$ cat src/rtl/rpm_pkg.sv
package rpm_pkg;
  typedef enum logic [2:0] {
    PS_RUN    = 3'd0,
    PS_SLEEP  = 3'd1,
    PS_DSLEEP = 3'd2,
    PS_PDOWN  = 3'd3,
    PS_DPDOWN = 3'd4
  } pstate_t;

  localparam logic [1:0] MC_STD = 2'b00;
  localparam logic [1:0] MC_PD  = 2'b01;
  localparam logic [1:0] MC_RSV = 2'b10;
  localparam logic [1:0] MC_DPD = 2'b11;
endpackage

$ cat src/rtl/rpm_target_decode.sv
module rpm_target_decode
  import rpm_pkg::*;
(
  input  logic [1:0] mode_code,
  input  logic       deep_flag,
  output pstate_t    target,
  output logic       target_valid
);
  always_comb begin
    target       = PS_RUN;
    target_valid = 1'b0;
    unique case (mode_code)
      MC_STD: begin
        target       = deep_flag ? PS_DSLEEP : PS_SLEEP;
        target_valid = 1'b1;
      end
      MC_PD: begin
        target       = deep_flag ? PS_PDOWN : PS_SLEEP;
        target_valid = 1'b1;
      end
      MC_DPD: begin
        target       = deep_flag ? PS_DPDOWN : PS_SLEEP;
        target_valid = 1'b1;
      end
      default: begin
        target       = PS_RUN;
        target_valid = 1'b0;
      end
    endcase
  end
endmodule

$ cat src/rtl/rpm_wake_qual.sv
module rpm_wake_qual #(
  parameter int                 NUM_IRQ   = 16,
  parameter logic [NUM_IRQ-1:0] DEEP_MASK = 16'h07FF,
  parameter int                 WDT_IDX   = 11,
  parameter int                 RTC_IDX   = 8
) (
  input  logic [NUM_IRQ-1:0] irq_req,
  input  logic [NUM_IRQ-1:0] irq_en,
  input  logic               wdt_on_irc,
  output logic               wake_any,
  output logic               wake_pdown,
  output logic               wake_dsleep,
  output logic               wake_rtc
);
  logic [NUM_IRQ-1:0] live;
  logic [NUM_IRQ-1:0] deep_live;

  for (genvar i = 0; i < NUM_IRQ; i++) begin : g_line
    assign live[i] = irq_req[i] & irq_en[i];
    if (DEEP_MASK[i]) begin : g_deep
      assign deep_live[i] = live[i];
    end else begin : g_shallow
      assign deep_live[i] = 1'b0;
    end
  end

  assign wake_any    = |live;
  assign wake_pdown  = |deep_live;
  assign wake_dsleep = wake_pdown | (wdt_on_irc & live[WDT_IDX]);
  assign wake_rtc    = live[RTC_IDX];

  // Deep wake sources are a subset of all enabled sources
  assert_deep_subset_R5: assert final (!wake_pdown || wake_any);
endmodule

$ cat src/rtl/rpm_state_ctrl.sv
module rpm_state_ctrl
  import rpm_pkg::*;
(
  input  logic    clk,
  input  logic    rst_n,
  input  logic    sleep_req,
  input  pstate_t target,
  input  logic    target_valid,
  input  logic    wake_any,
  input  logic    wake_pdown,
  input  logic    wake_dsleep,
  input  logic    wake_rtc,
  output pstate_t state,
  output logic    wake_evt
);
  pstate_t state_q, state_nx;
  logic    pulse_q, pulse_nx;
  logic    state_upd;

  function automatic logic wake_for(pstate_t s, logic w_any, logic w_pd,
                                    logic w_ds, logic w_rtc);
    case (s)
      PS_SLEEP:  return w_any;
      PS_DSLEEP: return w_ds;
      PS_PDOWN:  return w_pd;
      PS_DPDOWN: return w_rtc;
      default:   return 1'b0;
    endcase
  endfunction

  always_comb begin
    state_nx = state_q;
    pulse_nx = 1'b0;
    case (state_q)
      PS_RUN: begin
        if (sleep_req && target_valid &&
            !wake_for(target, wake_any, wake_pdown, wake_dsleep, wake_rtc))
          state_nx = target;
      end
      PS_SLEEP, PS_DSLEEP, PS_PDOWN: begin
        if (wake_for(state_q, wake_any, wake_pdown, wake_dsleep, wake_rtc)) begin
          state_nx = PS_RUN;
          pulse_nx = 1'b1;
        end
      end
      PS_DPDOWN: begin
        if (wake_rtc) state_nx = PS_RUN;
      end
      default: state_nx = PS_RUN;
    endcase
  end

  assign state_upd = (state_nx != state_q);

  always_ff @(posedge clk or negedge rst_n) begin
    if (!rst_n) begin
      state_q <= PS_RUN;
      pulse_q <= 1'b0;
    end else begin
      if (state_upd) state_q <= state_nx;
      pulse_q <= pulse_nx;
    end
  end

  assign state    = state_q;
  assign wake_evt = pulse_q;

  // Low-power states are entered only from Run on a request
  assert_entry_from_run_R11: assert property (@(posedge clk) disable iff (!rst_n)
    (state_q != $past(state_q) && state_q != PS_RUN)
      |-> ($past(state_q) == PS_RUN && $past(sleep_req)));

  // Wake event only on return from a shallow low-power state
  assert_wake_pulse_R9: assert property (@(posedge clk) disable iff (!rst_n)
    pulse_q |-> (state_q == PS_RUN && $past(state_q) != PS_RUN
                 && $past(state_q) != PS_DPDOWN));

  // Wake event lasts one cycle
  assert_wake_single_R9: assert property (@(posedge clk) disable iff (!rst_n)
    pulse_q |=> !pulse_q);

  // Deep power-down left only by the RTC line, silently
  assert_dpd_exit_R7: assert property (@(posedge clk) disable iff (!rst_n)
    ($past(state_q) == PS_DPDOWN && state_q != PS_DPDOWN)
      |-> ($past(wake_rtc) && !pulse_q && state_q == PS_RUN));

  // Power-down ignores non-deep sources such as the watchdog
  assert_pdown_wake_R6: assert property (@(posedge clk) disable iff (!rst_n)
    ($past(state_q) == PS_PDOWN && state_q == PS_RUN) |-> $past(wake_pdown));
endmodule

$ cat src/rtl/reduced_power_ctrl.sv
module reduced_power_ctrl
  import rpm_pkg::*;
#(
  parameter int                 NUM_IRQ   = 16,
  parameter logic [NUM_IRQ-1:0] DEEP_MASK = 16'h07FF,
  parameter int                 WDT_IDX   = 11,
  parameter int                 RTC_IDX   = 8
) (
  input  logic               clk,
  input  logic               rst_n,
  input  logic [1:0]         mode_code,
  input  logic               deep_flag,
  input  logic               sleep_req,
  input  logic [NUM_IRQ-1:0] irq_req,
  input  logic [NUM_IRQ-1:0] irq_en,
  input  logic               wdt_on_irc,
  output logic [2:0]         cur_mode,
  output logic               core_clk_en,
  output logic               periph_pwr_en,
  output logic               wake_evt
);
  pstate_t target, state;
  logic    target_valid;
  logic    wake_any, wake_pdown, wake_dsleep, wake_rtc;

  rpm_target_decode u_decode (
    .mode_code    (mode_code),
    .deep_flag    (deep_flag),
    .target       (target),
    .target_valid (target_valid)
  );

  rpm_wake_qual #(
    .NUM_IRQ   (NUM_IRQ),
    .DEEP_MASK (DEEP_MASK),
    .WDT_IDX   (WDT_IDX),
    .RTC_IDX   (RTC_IDX)
  ) u_wake (
    .irq_req     (irq_req),
    .irq_en      (irq_en),
    .wdt_on_irc  (wdt_on_irc),
    .wake_any    (wake_any),
    .wake_pdown  (wake_pdown),
    .wake_dsleep (wake_dsleep),
    .wake_rtc    (wake_rtc)
  );

  rpm_state_ctrl u_state (
    .clk          (clk),
    .rst_n        (rst_n),
    .sleep_req    (sleep_req),
    .target       (target),
    .target_valid (target_valid),
    .wake_any     (wake_any),
    .wake_pdown   (wake_pdown),
    .wake_dsleep  (wake_dsleep),
    .wake_rtc     (wake_rtc),
    .state        (state),
    .wake_evt     (wake_evt)
  );

  assign cur_mode      = state;
  assign core_clk_en   = (state == PS_RUN);
  assign periph_pwr_en = (state != PS_DPDOWN);

  // Reserved code never leaves Run
  assert_reserved_code_R3: assert property (@(posedge clk) disable iff (!rst_n)
    ($past(sleep_req) && $past(mode_code) == MC_RSV && $past(cur_mode) == 3'd0)
      |-> cur_mode == 3'd0);

  // Core clock gated whenever the peripherals are unpowered
  assert_gating_order_R8: assert property (@(posedge clk) disable iff (!rst_n)
    !periph_pwr_en |-> !core_clk_en);

  // Request with a qualifying wake already present stays in Run
  assert_no_bounce_R10: assert property (@(posedge clk) disable iff (!rst_n)
    ($past(cur_mode) == 3'd0 && $past(sleep_req) && $past(wake_any)
     && $past(!deep_flag)) |-> (cur_mode == 3'd0 && !wake_evt));
endmodule

$ cat config.mk
export PLATFORM = sky130hd
export DESIGN_NAME = reduced_power_ctrl
export DESIGN_NICKNAME = d
export VERILOG_FILES = /design/src/rtl/rpm_pkg.sv /design/src/rtl/rpm_target_decode.sv /design/src/rtl/rpm_wake_qual.sv /design/src/rtl/rpm_state_ctrl.sv /design/src/rtl/reduced_power_ctrl.sv
export SDC_FILE = /design/constraint.sdc
export NUM_CORES = 1
export LEC_CHECK = 0
export CAP_MARGIN = 20
export CELL_PAD_IN_SITES_DETAIL_PLACEMENT = 1
export CELL_PAD_IN_SITES_GLOBAL_PLACEMENT = 1
export CORE_MARGIN = 1
export CORE_UTILIZATION = 15
export DETAILED_ROUTE_END_ITERATION = 10
export PLACE_DENSITY_LB_ADDON = 0.3
export SYNTH_ARGS = -nofsm -noshare
export SYNTH_HDL_FRONTEND = slang
export SYNTH_HIERARCHICAL = 1
export SYNTH_SLANG_ARGS = --single-unit
$ cat constraint.sdc
create_clock -name clk -period 1.05 [get_ports clk]
set_clock_uncertainty 0.15 [all_clocks]
set_input_delay 0.21 -clock clk [delete_from_list [all_inputs] [get_ports clk]]
set_output_delay 0.21 -clock clk [all_outputs]
set_load 0.02 [all_outputs]
==> impl_metrics.csv <==
group,metric,value,unit
status,status,"finished, violations left",
status,violations,"setup timing",
setup_path,end_kind,"output pin",
setup_path,crit_path_max_incr_delay,0.39,ns
setup_path,criticalPathCategory,"reg -> out",
floorplan,dieArea,2862,µm²
setup_path,critPathBufInv,1,
finish,antenna_cells,0,
grt,grt_start_max_net_pins,5,
placed_design,placed_cell_area,929.6,µm²
setup_path,critPathMaxFanout,2,
floorplan,die_y,53.50,µm
power,leakage,0.4558,nW
placed_design,dp_hpwl,1371,µm
timing,min_period_over_period,143.7,%
floorplan,coreArea,2500,µm²
setup_path,cp.arrival,1.15,ns
timing,finalCriticalPeriod,1.509,ns
setup_path,critPathRequiredTime,0.69,ns
floorplan,start_util,15.92,%
timing,setup_viol,10,
min_path,hold_class,"in -> async",
grt,grt_use_total,14.03,%
grt,antenna_found_initial,0,
power,power.density,679.1,nW/µm²
finish,final_core_util,39.79,%
route,drtIter0Drc,6,
synth,synth_top_area_share,25.16,%
setup_path,cp-start-kind,"flop",
finish,nFillCells,310,
timing,whs,0.01677,ns
synth,synth_nets,85,
clocking,ctsHtreeMaxLevel,1,
floorplan,fp-row-count,18,
clocking,cts_tree,"done",
synth,yosys_warnings,6,
floorplan,die_w,53.50,µm
setup_path,crit_chain,"or3b_1, buf_6",
synth,mappedNetlistArea,397.9,µm²
synth,yosysSeqAreaShare,25.16,%
route,wl_per_cell,12.45,µm
timing,fmax,662.9,MHz
finish,layout_common_cells,"dlygate4sd2_1, buf_6, buf_2",
placed_design,place.gp.congestion,0.7106,
finish,syn_to_final_growth,150.0,%
synth,syn_area_per_cell,8.650,µm²
run,cap_violations,0,
timing,slew_headroom,76.88,%
clocking,clk_latency,0.24,ns
finish,drive_above_1_share,50.00,%
power,peakVddDrop,402.8,µV
synth,synthCells,46,
grt,grt_pass1_wl,2835,µm
clocking,cts_hold_buf,0,
route,antenna_left,0,
timing,worstMarginPinSlew,0.3468,ns
timing,final-hold-violation-count,0,
clocking,numCtsBuffers,3,
grt,gr-total-overflow,0,
route,first_pass_iters,4,
floorplan,ios,45,
route,num_vias,615,
clocking,path_clk_slew,0.04,ns
clocking,cts_buffer_depth,2,
synth,synth_area_leaders,"dfrtp_1, mux2i_1, a222oi_1, nand3_1, a22o_1",
timing,finalMaxSlewViolations,0,
route,post_drt_via_cell_ratio,4.457,
synth,ys_ff_latch,4,
grt,grt_pass1_vias,694,
finish,final_nets,148,
clocking,cts_root_buffer,"clkbuf_4",
timing,setup_ws,-0.4586,ns
timing,rsz0062_at_grt,"yes",
finish,mostFrequentLayoutCell,"dlygate4sd2_1",
route,wl,1718,µm
clocking,cts_sinks,4,
setup_path,cp_slowest_cell,"or3b_1",
placed_design,port_buffers,44,
timing,setup_tns,-3.145,ns
synth,yosysUniqueCellTypes,27,
finish,final_area,994.7,µm²
placed_design,preCtsSetupSlack,-1.024,ns
synth,synth_largest_area_cell,"dfrtp_1",
setup_path,cp_top_family,"simple AND/OR/NAND/NOR gates",
route,drc,0,
## synth_stat cells (all sizes together)
master,n
nor2,3
o32ai,1
a211oi,1
inv,3
a221oi,1
a222oi,2
and2b,1
nand4,1
a22oi,1
dfrtp,4
nand2,3
and3,2
nand3,5
o21a,1
mux2i,3
nor2b,1
a21oi,1
and2,1
mux2,1
a22o,2
nand2b,1
o21ai,3
nor3,1
o31ai,1
nand3b,1
or3b,1
## kinds of logic after synthesis
logic type,synth area share (%)
buf+inv,2.830
mux,11.32
simple gates,30.82
flops,25.16
compound gates,29.88
## worst reg2reg max path, delay by kind of cell, from the launching register on
kind,cells,cell delay (ns)
buffers and inverters,3,0.37
AND/OR/NAND/NOR,2,0.24
AO/OA/AOI/OAI,1,0.18
flip-flops,1,0.38
## final timing paths
check | from | end | slack [ns] | cells past startpoint
min in group clk | mode_code[0] | u_state/state[2] | 0.43 | 4
hold / removal | rst_n | u_state/state[1] | 0.02 | 1
hold reg to reg | u_state/state[2] | u_state/wake_evt | 0.55 | 3
max in group asynchronous | rst_n | u_state/state[2] | 0.56 | 1
setup / recovery | u_state/state[0] | periph_pwr_en | -0.46 | 2
setup reg to reg | u_state/state[1] | u_state/state[0] | -0.37 | 6
## power by group
group | switching (mW) | internal, mW | total [mW]
clock | 0.0703 | 0.143 | 0.213
combinational | 0.114 | 0.182 | 0.296
sequential | 0.00473 | 0.162 | 0.166
total | 0.189 | 0.487 | 0.676
## repair_timing
item / in CTS / in global routing
endpoints found under the setup margin: 10 / 10
gates resized for setup: 107 / 12
pin swaps: 13 / 8
gates cloned: 0 / 0
buffers inserted: 5 / 3
## through the flow
stage          instances  total power, mW
5_1_grt              138           0.7294
3_3_place_gp         127           0.4661
6_report             138           0.6755
4_1_cts              136           0.6776
3_5_place_dp         127           0.4711
2_1_floorplan         46           0.2598
## metal layers
| layer | routed length, µm | GRT usage (%) | vias up |
|---|---|---|---|
| li1 | - | - | 306 |
| met1 | 614 | 13.34 | 271 |
| met2 | 960 | 28.13 | 36 |
| met3 | 126 | 2.586 | 2 |
| met4 | 17 | 6.579 | 0 |
| met5 | 0 | 0 | - |
## flip-flops by register name, indices dropped and copies added (netlist names)
name,flops
u_state/wake_evt,1
u_state/state,3
## cell type report
cell class	instances	area, µm²	share of cell area (%)
repair buffers	58	494.2	49.69
multi-input cells	39	324.1	32.58
flip-flops and latches	4	101.3	10.19
well taps	30	37.54	3.774
clock buffers	4	26.28	2.642
inverters	3	11.26	1.132
No activity file was read; power rests on OpenSTA's default activity.
